==> src/rtl/fl_pkg.sv <==
package fl_pkg;

    localparam int FL_DEPTH_DEF   = 8;
    localparam int FL_DATA_W_DEF  = 32;
    localparam int FL_LAT_W_DEF   = 5;
    localparam int FL_LAT_RST_DEF = 4;

    typedef enum logic [1:0] {
        SLOT_FREE = 2'd0,
        SLOT_WAIT = 2'd1,
        SLOT_HELD = 2'd2
    } slot_state_e;

endpackage

==> src/rtl/fl_sched.sv <==
module fl_sched #(
    parameter int LAT_W   = fl_pkg::FL_LAT_W_DEF,
    parameter int LAT_RST = fl_pkg::FL_LAT_RST_DEF
) (
    input  logic             clk,
    input  logic             rst,
    input  logic             lat_wr_en,
    input  logic [LAT_W-1:0] lat_wr_data,
    input  logic             issue_ok,
    input  logic             freeze,
    output logic [LAT_W-1:0] start_cnt
);
    localparam logic [LAT_W-1:0] ONE = LAT_W'(1);

    logic [LAT_W-1:0] lat_q;
    logic [LAT_W-1:0] tail_q;
    logic [LAT_W-1:0] lat_m1;

    // Programmed latency; zero is promoted to one cycle.
    always_ff @(posedge clk) begin
        if (rst) begin
            lat_q <= LAT_W'(LAT_RST);
        end else if (lat_wr_en) begin
            lat_q <= (lat_wr_data == '0) ? ONE : lat_wr_data;
        end
    end

    // Countdown of the youngest outstanding load, tracked like a slot.
    always_comb begin
        lat_m1    = lat_q - ONE;
        start_cnt = (tail_q > lat_m1) ? tail_q : lat_m1;
    end

    always_ff @(posedge clk) begin
        if (rst) begin
            tail_q <= '0;
        end else if (issue_ok) begin
            tail_q <= start_cnt;
        end else if (!freeze && tail_q != '0) begin
            tail_q <= tail_q - ONE;
        end
    end

    AST_LAT_NONZERO: assert property (@(posedge clk) disable iff (rst)
        lat_q != '0);

endmodule

==> src/rtl/fl_free_pick.sv <==
module fl_free_pick #(
    parameter int DEPTH = fl_pkg::FL_DEPTH_DEF,
    localparam int TAG_W = $clog2(DEPTH)
) (
    input  logic [DEPTH-1:0] busy,
    output logic [TAG_W-1:0] pick,
    output logic             full
);
    always_comb begin
        pick = '0;
        for (int i = DEPTH - 1; i >= 0; i--) begin
            if (!busy[i]) pick = TAG_W'(i);
        end
        full = &busy;
    end
endmodule

==> src/rtl/fl_slot.sv <==
module fl_slot #(
    parameter int DATA_W = fl_pkg::FL_DATA_W_DEF,
    parameter int CNT_W  = fl_pkg::FL_LAT_W_DEF
) (
    input  logic              clk,
    input  logic              rst,
    input  logic              alloc_en,
    input  logic [CNT_W-1:0]  alloc_cnt,
    input  logic              freeze,
    input  logic              rsp_hit,
    input  logic [DATA_W-1:0] rsp_data,
    input  logic              deliver,
    output logic              busy,
    output logic              due,
    output logic              held,
    output logic [DATA_W-1:0] data
);
    import fl_pkg::*;

    typedef struct packed {
        slot_state_e       st;
        logic [CNT_W-1:0]  cnt;
        logic [DATA_W-1:0] val;
    } slot_t;

    slot_t q;

    always_ff @(posedge clk) begin
        if (rst) begin
            q.st  <= SLOT_FREE;
            q.cnt <= '0;
            q.val <= '0;
        end else if (alloc_en) begin
            q.st  <= SLOT_WAIT;
            q.cnt <= alloc_cnt;
        end else begin
            if (deliver) begin
                q.st <= SLOT_FREE;
            end else if (q.st == SLOT_WAIT && rsp_hit) begin
                q.st  <= SLOT_HELD;
                q.val <= rsp_data;
            end
            if (q.st != SLOT_FREE && !freeze && q.cnt != '0) begin
                q.cnt <= q.cnt - CNT_W'(1);
            end
        end
    end

    always_comb begin
        busy = (q.st != SLOT_FREE);
        due  = busy && (q.cnt == '0);
        held = (q.st == SLOT_HELD);
        data = q.val;
    end

    AST_FROZEN_HOLD: assert property (@(posedge clk) disable iff (rst)
        (busy && freeze && !alloc_en) |=> (q.cnt == $past(q.cnt)));

    AST_HELD_STABLE: assert property (@(posedge clk) disable iff (rst)
        (held && !deliver && !alloc_en) |=> (held && q.val == $past(q.val)));

endmodule

==> src/rtl/fixlat_load_buffer.sv <==
module fixlat_load_buffer #(
    parameter int DEPTH   = fl_pkg::FL_DEPTH_DEF,
    parameter int DATA_W  = fl_pkg::FL_DATA_W_DEF,
    parameter int LAT_W   = fl_pkg::FL_LAT_W_DEF,
    parameter int LAT_RST = fl_pkg::FL_LAT_RST_DEF,
    localparam int TAG_W  = $clog2(DEPTH)
) (
    input  logic              clk,
    input  logic              rst,
    input  logic              lat_wr_en,
    input  logic [LAT_W-1:0]  lat_wr_data,
    input  logic              issue_valid,
    output logic [TAG_W-1:0]  issue_tag,
    input  logic              rsp_valid,
    input  logic [TAG_W-1:0]  rsp_tag,
    input  logic [DATA_W-1:0] rsp_data,
    output logic              wb_valid,
    output logic [TAG_W-1:0]  wb_tag,
    output logic [DATA_W-1:0] wb_data,
    output logic              stall
);
    logic [DEPTH-1:0]  busy_vec;
    logic [DEPTH-1:0]  due_vec;
    logic [DEPTH-1:0]  held_vec;
    logic [DATA_W-1:0] data_arr [DEPTH];
    logic [TAG_W-1:0]  pick_idx;
    logic              full;
    logic [LAT_W-1:0]  start_cnt;
    logic [TAG_W-1:0]  sel;
    logic              any_due;
    logic              due_wait;
    logic              issue_ok;

    fl_free_pick #(.DEPTH(DEPTH)) u_pick (
        .busy (busy_vec),
        .pick (pick_idx),
        .full (full)
    );

    fl_sched #(.LAT_W(LAT_W), .LAT_RST(LAT_RST)) u_sched (
        .clk         (clk),
        .rst         (rst),
        .lat_wr_en   (lat_wr_en),
        .lat_wr_data (lat_wr_data),
        .issue_ok    (issue_ok),
        .freeze      (due_wait),
        .start_cnt   (start_cnt)
    );

    generate
        for (genvar g = 0; g < DEPTH; g++) begin : g_slot
            fl_slot #(.DATA_W(DATA_W), .CNT_W(LAT_W)) u_slot (
                .clk       (clk),
                .rst       (rst),
                .alloc_en  (issue_ok && pick_idx == TAG_W'(g)),
                .alloc_cnt (start_cnt),
                .freeze    (due_wait),
                .rsp_hit   (rsp_valid && rsp_tag == TAG_W'(g)),
                .rsp_data  (rsp_data),
                .deliver   (wb_valid && sel == TAG_W'(g)),
                .busy      (busy_vec[g]),
                .due       (due_vec[g]),
                .held      (held_vec[g]),
                .data      (data_arr[g])
            );
        end
    endgenerate

    // Select the single due entry and forward late data straight through.
    always_comb begin
        sel = '0;
        for (int i = DEPTH - 1; i >= 0; i--) begin
            if (due_vec[i]) sel = TAG_W'(i);
        end
        any_due   = |due_vec;
        wb_valid  = any_due && (held_vec[sel] || (rsp_valid && rsp_tag == sel));
        wb_tag    = sel;
        wb_data   = held_vec[sel] ? data_arr[sel] : rsp_data;
        due_wait  = any_due && !wb_valid;
        stall     = due_wait || (issue_valid && full);
        issue_ok  = issue_valid && !stall;
        issue_tag = pick_idx;
    end

    AST_DUE_ONEHOT: assert property (@(posedge clk) disable iff (rst)
        $onehot0(due_vec));

    AST_LATE_RELEASE: assert property (@(posedge clk) disable iff (rst)
        $fell(due_wait) |-> wb_valid);

    AST_ALLOC_TAKEN: assert property (@(posedge clk) disable iff (rst)
        issue_ok |=> busy_vec[$past(pick_idx)]);

endmodule

==> config.mk <==
export PLATFORM = sky130hd
export DESIGN_NAME = fixlat_load_buffer
export DESIGN_NICKNAME = d
export VERILOG_FILES = /design/src/rtl/fl_pkg.sv /design/src/rtl/fl_sched.sv /design/src/rtl/fl_free_pick.sv /design/src/rtl/fl_slot.sv /design/src/rtl/fixlat_load_buffer.sv
export SDC_FILE = /design/constraint.sdc
export NUM_CORES = 1
export LEC_CHECK = 0
export BUFFER_PORTS_ARGS = -buffer_cell sky130_fd_sc_hd__buf_2
export CAP_MARGIN = 0
export CORE_UTILIZATION = 24
export CTS_BUF_LIST = sky130_fd_sc_hd__clkbuf_4 sky130_fd_sc_hd__clkbuf_8
export CTS_CLUSTER_DIAMETER = 100
export CTS_CLUSTER_SIZE = 10
export DETAILED_ROUTE_END_ITERATION = 8
export GPL_ROUTABILITY_DRIVEN = 1
export HOLD_SLACK_MARGIN = 0.1
export SYNTH_ARGS = -nofsm -noshare
export SYNTH_HDL_FRONTEND = slang
export SYNTH_SLANG_ARGS = --single-unit
==> constraint.sdc <==
create_clock -name clk -period 3.6 [get_ports clk]
set_clock_uncertainty 0.15 [all_clocks]
set_input_delay 0.54 -clock clk [delete_from_list [all_inputs] [get_ports clk]]
set_output_delay 0.54 -clock clk [all_outputs]
set_load 0.03 [all_outputs]
==> results of run 1 <==
cells in the mapped netlist, types with 4 or more instances:
master	n
o31ai_1	14
buf_2	15
nor2b_1	10
o22ai_1	12
nor3_1	15
xnor2_1	5
nand2_1	449
and3_1	5
nand2b_1	12
dfxtp_1	322
nand3_1	46
a221oi_1	69
o32ai_1	10
inv_1	36
mux2i_1	135
o21ai_0	113
a22o_1	33
o22a_1	9
and2_1	10
clkbuf_1	143
a32oi_1	4
buf_1	7
nor2_1	141
or2_2	7
nand4_1	6
a31oi_1	4
a21oi_1	217
a21o_1	6
or3_1	11
buf_4	7
ha_1	22
a211oi_1	6
metal layers:
metal	routed length, µm	vias to the layer above	global-route usage
met1	24500	7044	0.2109
met5	35	-	0
met2	24430	474	0.2399
met3	3312	96	0.02278
li1	-	7135	-
met4	1643	6	0.05406
layout make-up:
type | instances | area share
clock buffers | 40 | 0.02713
repair buffers | 291 | 0.1486
well taps | 846 | 0.05277
clock inverters | 4 | 0.001559
diodes | 3 | 0.0003742
inverters | 36 | 0.006736
multi-input cells | 1431 | 0.4413
flip-flops and latches | 322 | 0.3215
sequential cells by signal (all words and copies together), names as in the netlist:
signal,count
g_slot.u_slot.data,256
g_slot.u_slot.q,56
u_sched.lat_q,5
u_sched.tail_q,5
kinds of logic (layout without fill, tap and decap cells):
logic type      count (synthesis)  count (layout)  share of synthesized area
flops                         322             322                     0.4173
compound gates                525             526                     0.2148
fa+ha+maj                      22              22                    0.01782
other cells                     0               3                          0
buf+inv                       209             371                    0.05418
mux                           138             138                    0.08966
xor+xnor                        6               6                   0.003888
simple gates                  739             739                     0.2024
worst paths after layout:
check | to | cells past startpoint | startpoint | slack, ns
worst max-delay path | wb_data[16] | 15 | g_slot[7].u_slot.q[32] | -0.66
worst min-delay path | g_slot[3].u_slot.data[13] | 3 | rsp_data[13] | 0.14
worst max register to register | g_slot[2].u_slot.data[1] | 22 | g_slot[7].u_slot.q[32] | -0.54
worst min register to register | g_slot[3].u_slot.data[1] | 2 | g_slot[3].u_slot.data[1] | 0.30
report_power, final:
group / switching, µW / leakage [µW] / internal [µW]
clock: 1370 / 0.000290 / 992
sequential: 66.5 / 0.00260 / 3630
combinational: 1610 / 0.00481 / 1090
per-stage QoR:
step	hold slack [ns]	power (µW)	setup TNS, ns	setup WS [ns]	instances
2_1_floorplan	0.2857	5030	-0.1244	-0.1244	1961
3_3_place_gp	0.2917	5957	0	0.001929	2850
3_5_place_dp	0.2963	5958	-0.07306	-0.01041	2850
4_1_cts	0.1025	8530	-18.79	-0.5770	2941
5_1_grt	0.1234	9154	-78.71	-0.7792	2973
6_report	0.1359	8763	-57.58	-0.6620	2973
tightest hold or removal path, stage by stage:
cell and delay, ns:
buf_2 0.17, nand2_1 0.07, a21oi_1 0.05
what timing repair did:
item	in CTS	in global routing
setup endpoints to repair	58	217
setup buffers	9	17
endpoints found under the hold margin	123	0
resized for setup	138	140
cloned	2	12
hold buffers	36	0
pin swaps	22	33
==> key figures, run 1 <==
Detailed routing
  – 1st-iter DRT viols: 1155
  – Vias: between 10000 and 15000
  – Routed WL per cell: between 15 and 20 µm
  – DRC Markers: 0
  – Vias per cell: 4.963
  – DRT Pass-1 Iters: 5
  – Remaining antenna violation count after routing: 0
  – Drt total wl: 53920 µm

Logic synthesis
  – Synth unique cells: 70
  – Yosys top cell area share: 0.4173
  – Yosys warning count: 0
  – Combined area of all synthesized cells: 0.01545 mm²
  – Syn Area/Cell: around 7.9 µm²
  – Async S/R FF share, synth: 0
  – Post-Synthesis Cells: about 2000
  – Post-Syn Nets: 2028
  – Main area contributors after synthesis: dfxtp_1, nand2_1, mux2i_1, a21oi_1, a221oi_1
  – Seq/Total Area, Yosys: 0.4173
  – Flops & latches, synth: 322
  – Predominant post-synthesis flop cell: dfxtp_1
  – Post-synth EDFFs: 0
  – Synth area leader: dfxtp_1

STA
  – Least-Margin Pin Slew: 0.9677 ns
  – Period utilisation layout: 1.184
  – Slack of the critical path: -0.6620 ns
  – # setup viols final: between 150 and 200
  – Max Freq: 234.6 MHz
  – Relative max-transition margin: 0.3549
  – Final Hold Vio Count: 0
  – RSZ-0062 raised after global routing: yes
  – Final Slew Violations: 0
  – Crit path time final: around 4.3 ns

Critical path
  – CP top delay family: compound AO/OA/AOI/OAI gates
  – CP bufs+invs: 6
  – Worst Path Arrival: 3.57 ns
  – Crit path launch type: flip-flop
  – Slowest stage cell, crit path: a2111o_1
  – CP Capture Type: primary output
  – CP Cell Sequence: inv_2, ha_1, or4b_4, a2bb2oi_4, a2111o_1, inv_2, a31oi_2, o221ai_2, buf_4, and2_4, buf_12, clkbuf_16, nand2_1, nand2_1, buf_6
  – Worst EP required: between 2 and 3 ns
  – Delay of the slowest critical-path stage: 0.55 ns
  – CP Class: flip-flop to primary output
  – Worst-path maximum fanout: 8

Placement
  – Number of I/O port buffers: 84
  – HPWL Detailed: 31440 µm
  – Cell Area, Placed: 0.01763 mm²
  – GPL Wtd Cong: 0.8442

Clocking
  – CTS Buffer Depth: 3
  – Clk Latency, worst-skew pair: around 0.62 ns
  – Clock sinks: around 320
  – Total CTS buffers: 38
  – Clk root buf: clkbuf_8
  – Worst-path clk slew: 0.08 ns
  – H-tree depth: 2
  – CTS tree: built

Job
  – Max-cap violations: 0

Min path
  – Worst hold-check path type: input pin to flip-flop

Global route
  – GRT Residual Overflow: 0
  – Vias in the first global route: 13650
  – Antenna violations before repair: 6
  – GRT Overall Usage: 0.1526
  – First-pass GRT wire length: 79450 µm
  – Pin count of the biggest net entering global routing: ~130

Cells and area
  – Final Cell Area: about 0.020 mm²
  – Core Util, Final: 0.3169
  – Area taken by multi-input logic gates: 0.008852 mm²
  – # nets final: 2187
  – Syn-to-layout area delta: 29.85%
  – Register Area: 0.006450 mm²
  – Fillers: ~6700
  – Share of cells above drive strength 1: 0.2123
  – Commonest non-fill, non-tap cell in the layout: nand2_1
  – Most frequent cells in the layout: nand2_1, dfxtp_1, a21oi_1, nor2_1, mux2i_1

Floorplanning
  – Die area: 0.06539 mm²
  – Die width: 255.7 µm
  – Rows: 92
  – Initial Util: 0.2440
  – Ports: 85
  – Core area: 0.06331 mm²
  – Height of the chip: 255.7 µm

Outcome
  – Outcome: finished with violations
  – Failing checks: setup timing

Pwr
  – PwrDens: between 400 and 500 mW/mm²
  – Max VDD drop: 0.2499 mV
  – Leak: 0.007695 µW
Note: power is estimated with default switching activity, not from simulation.
==> inputs of run 2 (changes only) <==
- TNS_END_PERCENT: unset -> 30
==> key figures, run 2 (synthesized netlist as in run 1, its figures left out) <==
Outcome
  – Outcome: finished with violations (unchanged)
  – Failing checks: setup timing (unchanged)

Placement
  – HPWL Detailed: 31440 µm (unchanged)
  – Pre-CTS setup slack: -0.01041 ns (unchanged)
  – Number of I/O port buffers: 84 (unchanged)
  – Cell Area, Placed: 0.01763 mm² (unchanged)
  – GPL Wtd Cong: 0.8442 (unchanged)

STA
  – # setup viols final: 66 (was 183)
  – Final Hold Vio Count: 0 (unchanged)
  – Final Slew Violations: 0 (unchanged)
  – Least-Margin Pin Slew: 1.182 ns (was 0.9677 ns)
  – Max Freq: 238.9 MHz (was 234.6 MHz)
  – WHS: 0.1424 ns (was 0.1359 ns)
  – RSZ-0062 raised after global routing: yes (unchanged)
  – Relative max-transition margin: 0.2100 (was 0.3549)
  – Period utilisation layout: 1.163 (was 1.184)
  – Slack of the critical path: -0.5866 ns (was -0.6620 ns)
  – Crit path time final: 4.187 ns (was 4.262 ns)

Detailed routing
  – Met2 wire length: 23030 µm (was 24430 µm)
  – WL met1: 23080 µm (was 24500 µm)
  – Vias: 14350 (was 14760)
  – Top routing layer in use: met5 (unchanged)
  – DRT Pass-1 Iters: 5 (unchanged)
  – Remaining antenna violation count after routing: 0 (unchanged)
  – Drt total wl: 50510 µm (was 53920 µm)
  – WL met3: 3119 µm (was 3312 µm)
  – Vias per cell: 4.880 (was 4.963)
  – 1st-iter DRT viols: 1139 (was 1155)
  – Routed WL per cell: 17.17 µm (was 18.14 µm)
  – DRC Markers: 0 (unchanged)

Critical path
  – Reg-to-Reg End: g_slot[2].u_slot.data[17] (was g_slot[2].u_slot.data[1])
  – Crit path launch type: flip-flop (unchanged)
  – Worst EP required: 2.91 ns (about the same)
  – R2R depth: 18 (was 22)
  – Worst-path maximum fanout: 18 (was 8)
  – CP Capture Type: primary output (unchanged)
  – Worst r2r src: g_slot[7].u_slot.q[32] (unchanged)
  – Reg-to-reg setup timing slack: -0.05 ns (was -0.54 ns)
  – Worst setup startpoint: g_slot[7].u_slot.q[32] (unchanged)
  – Worst Path Arrival: 3.50 ns (was 3.57 ns)
  – CP Class: flip-flop to primary output (unchanged)

Floorplanning
  – Die width: 255.7 µm (unchanged)
  – Initial Util: 0.2440 (unchanged)
  – Height of the chip: 255.7 µm (unchanged)
  – Core area: 0.06331 mm² (unchanged)
  – Ports: 85 (unchanged)
  – Die area: 0.06539 mm² (unchanged)
  – Rows: 92 (unchanged)

Min path
  – Worst min-delay path startpoint: rsp_data[13] (unchanged)
  – Hold Path Depth: 3 (unchanged)
  – Hold Path Sink: g_slot[3].u_slot.data[13] (unchanged)
  – Worst hold-check path type: input pin to flip-flop (unchanged)

Job
  – Max-cap violations: 0 (unchanged)

Clocking
  – Total CTS buffers: 38 (unchanged)
  – Clock sinks: 322 (unchanged)
  – CTS tree: built (unchanged)
  – Clk root buf: clkbuf_8 (unchanged)
  – H-tree depth: 2 (unchanged)
  – Clk Latency, worst-skew pair: 0.63 ns (was 0.62 ns)
  – Worst-path clk slew: 0.08 ns (about the same)
  – CTS Buffer Depth: 3 (unchanged)

Pwr
  – Leak: 0.007344 µW (was 0.007695 µW)
  – PwrDens: 441.1 mW/mm² (was 436.8 mW/mm²)
  – Total power: 8504 µW (was 8763 µW)
  – Max VDD drop: 0.2429 mV (was 0.2499 mV)

Cells and area
  – Syn-to-layout area delta: 24.80% (was 29.85%)
  – Most frequent cells in the layout: nand2_1, dfxtp_1, a21oi_1, nor2_1, mux2i_1 (unchanged)
  – Core Util, Final: 0.3045 (was 0.3169)
  – # nets final: 2156 (was 2187)
  – Share of cells above drive strength 1: 0.1787 (was 0.2123)
  – Final Cell Area: 0.01928 mm² (was 0.02006 mm²)
  – Max reg flops: 256 (unchanged)
  – Commonest non-fill, non-tap cell in the layout: nand2_1 (unchanged)

Global route
  – Vias in the first global route: 13530 (was 13650)
  – Antenna violations before repair: 6 (unchanged)
  – GRT Overall Usage: 0.1496 (was 0.1526)
  – Pin count of the biggest net entering global routing: 133 (unchanged)
  – First-pass GRT wire length: 78300 µm (was 79450 µm)
  – GRT Residual Overflow: 0 (unchanged)
[run 2: changes by cell type in the layout (fill, tap and decap cells not counted), sizes merged]
cell,previous run,this run
bufbuf,1,0
a21oi,220,219
dlygate4sd3,36,35
diode,3,2
buf,244,223
clkbuf,50,43
[run 2: routing by layer]
metal  track usage  vias to the layer above
li1              -                     7056
met2        0.2336                      425
met4       0.05090                        6
met5             0                        -
met3       0.02278                       80
met1        0.2085                     6786
[run 2: report_power, final]
part,leakage (µW),internal (µW),switching (µW),total (µW)
logic,0.00446,960,1500,2460
clock network,0.000290,992,1350,2350
registers,0.00260,3630,64.7,3700
total,0.00734,5590,2920,8500
[run 2: worst max-delay path by stage]
stage | endpoint | slack [ns] | cells past startpoint
CTS | wb_data[29] | -0.59 | 12
finish | wb_data[31] | -0.59 | 12
detailed placement | stall | -0.01 | 12
floorplan | stall | -0.12 | 13
global placement | wb_data[16] | 0.002 | 12
global route | wb_data[16] | -0.71 | 15
[run 2: cell type report]
cell class                 instances  area (µm²)
clock buffer                      40       544.3
timing repair buffer             261        2435
antenna                            2       5.005
inverter                          36       135.1
sequential                       322        6450
fill                            6768       44030
clock inverter                     4       31.28
multi-input combinational       1430        8621
tap                              846        1059
[run 2: critical path, cell delays in order (launching register included)]
cell and delay (ns):
dfxtp_1 0.32, inv_2 0.05, ha_1 0.12, or4b_4 0.50
a2bb2oi_4 0.17, a2111o_1 0.48, a31oi_2 0.23, o221ai_4 0.15
nand2_2 0.17, buf_12 0.19, nand3_1 0.18, nand2_1 0.11
buf_2 0.19
[run 2: repair_timing]
action                                  in CTS  in global routing
hold buffers                                35                  0
endpoints found under the hold margin      126                  0
pin swaps                                    6                 20
resized for setup                           86                 79
endpoints found under the setup margin      58                182
setup buffers                                4                  3
gates cloned                                 0                  3
[run 2: stage by stage]
step | std cells | setup TNS (ns)
3_5_place_dp | 2850 | -0.07306
6_report | 2941 | -18.89
3_3_place_gp | 2850 | 0
2_1_floorplan | 1961 | -0.1244
4_1_cts | 2933 | -19.10
5_1_grt | 2941 | -29.77
==> inputs of run 3 (changes only) <==
- CELL_PAD_IN_SITES_DETAIL_PLACEMENT: unset -> 0
- CELL_PAD_IN_SITES_GLOBAL_PLACEMENT: unset -> 2
- PLACE_DENSITY_LB_ADDON: unset -> 0.1
- TNS_END_PERCENT: 30 -> 1
==> key figures, run 3 (synthesized netlist as in run 1, its figures left out) <==
Placement
  – HPWL Detailed: 37190 µm (was 31440 µm)
  – GPL Wtd Cong: 0.7649 (was 0.8442)
  – Placed instance count: 2887 (was 2850)
  – Number of I/O port buffers: 84 (unchanged)

Cells and area
  – Final non-filler cell total: 2981 (was 2941)
  – Most frequent cells in the layout: nand2_1, dfxtp_1, a21oi_1, buf_4, nor2_1 (was nand2_1, dfxtp_1, a21oi_1, nor2_1, mux2i_1)
  – Max reg flops: 256 (unchanged)
  – # nets final: 2196 (was 2156)
  – Commonest non-fill, non-tap cell in the layout: nand2_1 (unchanged)
  – Share of cells above drive strength 1: 0.1954 (was 0.1787)
  – Core Util, Final: 0.3131 (was 0.3045)
  – Syn-to-layout area delta: 28.33% (was 24.80%)

Detailed routing
  – Met2 wire length: 29430 µm (was 23030 µm)
  – Routed WL per cell: 20.45 µm (was 17.17 µm)
  – WL met3: 1903 µm (was 3119 µm)
  – DRC Markers: 0 (unchanged)
  – WL met1: 28600 µm (was 23080 µm)
  – Remaining antenna violation count after routing: 0 (unchanged)
  – 1st-iter DRT viols: 780 (was 1139)
  – Vias per cell: 4.886 (was 4.880)
  – Vias: 14570 (was 14350)
  – Top routing layer in use: met4 (was met5)
  – Drt total wl: 60950 µm (was 50510 µm)
  – DRT Pass-1 Iters: 5 (unchanged)

STA
  – WHS: 0.3051 ns (was 0.1424 ns)
  – Final Hold Vio Count: 0 (unchanged)
  – Fin Setup TNS: -27.87 ns (was -18.89 ns)
  – Crit path time final: 4.310 ns (was 4.187 ns)
  – RSZ-0062 raised after global routing: yes (unchanged)
  – Slack of the critical path: -0.7105 ns (was -0.5866 ns)
  – Period utilisation layout: 1.197 (was 1.163)
  – Least-Margin Pin Slew: 0.8091 ns (was 1.182 ns)
  – Final Slew Violations: 0 (unchanged)
  – Relative max-transition margin: 0.4593 (was 0.2100)
  – Max Freq: 232.0 MHz (was 238.9 MHz)
  – # setup viols final: 100 (was 66)

Clocking
  – Clock sinks: 322 (unchanged)
  – Clk root buf: clkbuf_8 (unchanged)
  – Clk Latency, worst-skew pair: 0.63 ns (about the same)
  – Worst-path clk slew: 0.08 ns (about the same)
  – Total CTS buffers: 38 (unchanged)
  – H-tree depth: 2 (unchanged)
  – CTS tree: built (unchanged)
  – CTS Buffer Depth: 3 (unchanged)

Floorplanning
  – Core area: 0.06331 mm² (unchanged)
  – Ports: 85 (unchanged)
  – Die area: 0.06539 mm² (unchanged)
  – Initial Util: 0.2440 (unchanged)
  – Height of the chip: 255.7 µm (unchanged)
  – Rows: 92 (unchanged)
  – Die width: 255.7 µm (unchanged)

Outcome
  – Outcome: finished with violations (unchanged)
  – Failing checks: setup timing (unchanged)

Pwr
  – Max VDD drop: 0.2792 mV (was 0.2429 mV)
  – Leak: 0.007650 µW (was 0.007344 µW)
  – PwrDens: 452.1 mW/mm² (was 441.1 mW/mm²)

Critical path
  – Reg-to-reg setup timing slack: -0.18 ns (was -0.05 ns)
  – Reg-to-Reg End: g_slot[0].u_slot.q[34] (was g_slot[2].u_slot.data[17])
  – Worst r2r src: g_slot[7].u_slot.q[33] (was g_slot[7].u_slot.q[32])
  – CP Class: flip-flop to primary output (unchanged)
  – Worst Path Arrival: 3.62 ns (was 3.50 ns)
  – Crit path launch type: flip-flop (unchanged)
  – CP Capture Type: primary output (unchanged)
  – R2R depth: 14 (was 18)
  – Worst setup startpoint: g_slot[7].u_slot.q[33] (was g_slot[7].u_slot.q[32])
  – Worst EP required: 2.91 ns (about the same)
  – Worst-path maximum fanout: 7 (was 18)

Min path
  – Worst min-delay path startpoint: g_slot[3].u_slot.data[16] (was rsp_data[13])
  – Worst hold-check path type: flip-flop to flip-flop (was input pin to flip-flop)
  – Hold Path Depth: 2 (was 3)
  – Hold Path Sink: g_slot[3].u_slot.data[16] (was g_slot[3].u_slot.data[13])

Global route
  – GRT Overall Usage: 0.1814 (was 0.1496)
  – Antenna violations before repair: 1 (was 6)
  – GRT Residual Overflow: 0 (unchanged)
  – First-pass GRT wire length: 91300 µm (was 78300 µm)
  – Vias in the first global route: 14210 (was 13530)
  – Pin count of the biggest net entering global routing: 107 (was 133)

Job
  – Max-cap violations: 0 (unchanged)
-- run 3: changes by cell type in the layout (fill, tap and decap cells not counted), moves of 4 or more --
| cell | change |
|---|---|
| a21oi_1 | -8 |
| dlygate4sd3_1 | +6 |
| nand3_1 | -4 |
| buf_12 | +13 |
| inv_1 | +5 |
| buf_6 | -5 |
| a21oi_2 | +8 |
| buf_4 | +30 |
| nand2_4 | -4 |
| buf_2 | -6 |
| inv_2 | -6 |
| nand3_2 | +4 |
-- run 3: repair_timing --
action	4_1_cts	5_1_grt
gates cloned	0	3
buffers inserted	0	4
hold endpoints to repair	190	0
endpoints found under the setup margin	178	172
hold buffers	41	0
pin swaps	1	20
resized for setup	43	137
-- run 3: final cells by class --
type                            count  area [µm²]
Clock buffer                       42       571.8
Inverter                           36       137.6
Sequential cell                   322        6449
Tap cell                          846        1059
Timing Repair Buffer              301        2937
Multi-Input combinational cell   1430        8646
Antenna cell                        1       2.502
Clock inverter                      3       23.77
Fill cell                        6768       43490
-- run 3: critical path: stages (launching register included) --
cell	delay (ns)
dfxtp_2	0.32
inv_2	0.07
ha_4	0.12
or4b_4	0.51
a2bb2oi_4	0.17
a2111o_2	0.60
inv_4	0.12
a31oi_4	0.04
o221ai_2	0.10
buf_4	0.16
and2_4	0.18
buf_12	0.17
clkbuf_16	0.17
nand2_2	0.05
nand2_2	0.07
buf_6	0.12
-- run 3: where the power goes --
| group | switching, µW | internal (µW) |
|---|---|---|
| registers | 68.9 | 3630 |
| clock network | 1450 | 1040 |
| logic | 1650 | 1130 |
-- run 3: per-stage QoR --
step / setup slack, ns / instance area (µm²) / power (µW)
3_5_place_dp: -0.2902 / 18070 / 6279
4_1_cts: -0.7905 / 19220 / 8916
3_3_place_gp: -0.2325 / 18070 / 6281
6_report: -0.7105 / 19830 / 8964
2_1_floorplan: -0.1244 / 15460 / 5030
5_1_grt: -0.8535 / 19830 / 9457
-- run 3: worst max path at each step --
stage	end	slack [ns]	cells past startpoint
after floorplan	stall	-0.12	13
after global placement	u_sched.tail_q[0]	-0.23	15
after detailed placement	g_slot[0].u_slot.q[34]	-0.29	14
after CTS	wb_data[26]	-0.79	13
after global routing	wb_data[25]	-0.85	15
final	wb_data[25]	-0.71	15
-- run 3: metal layers --
layer	up-vias	global-route usage
met5	-	0
met4	0	0.04108
met3	67	0.02377
met2	238	0.3076
met1	7121	0.2434
li1	7139	-
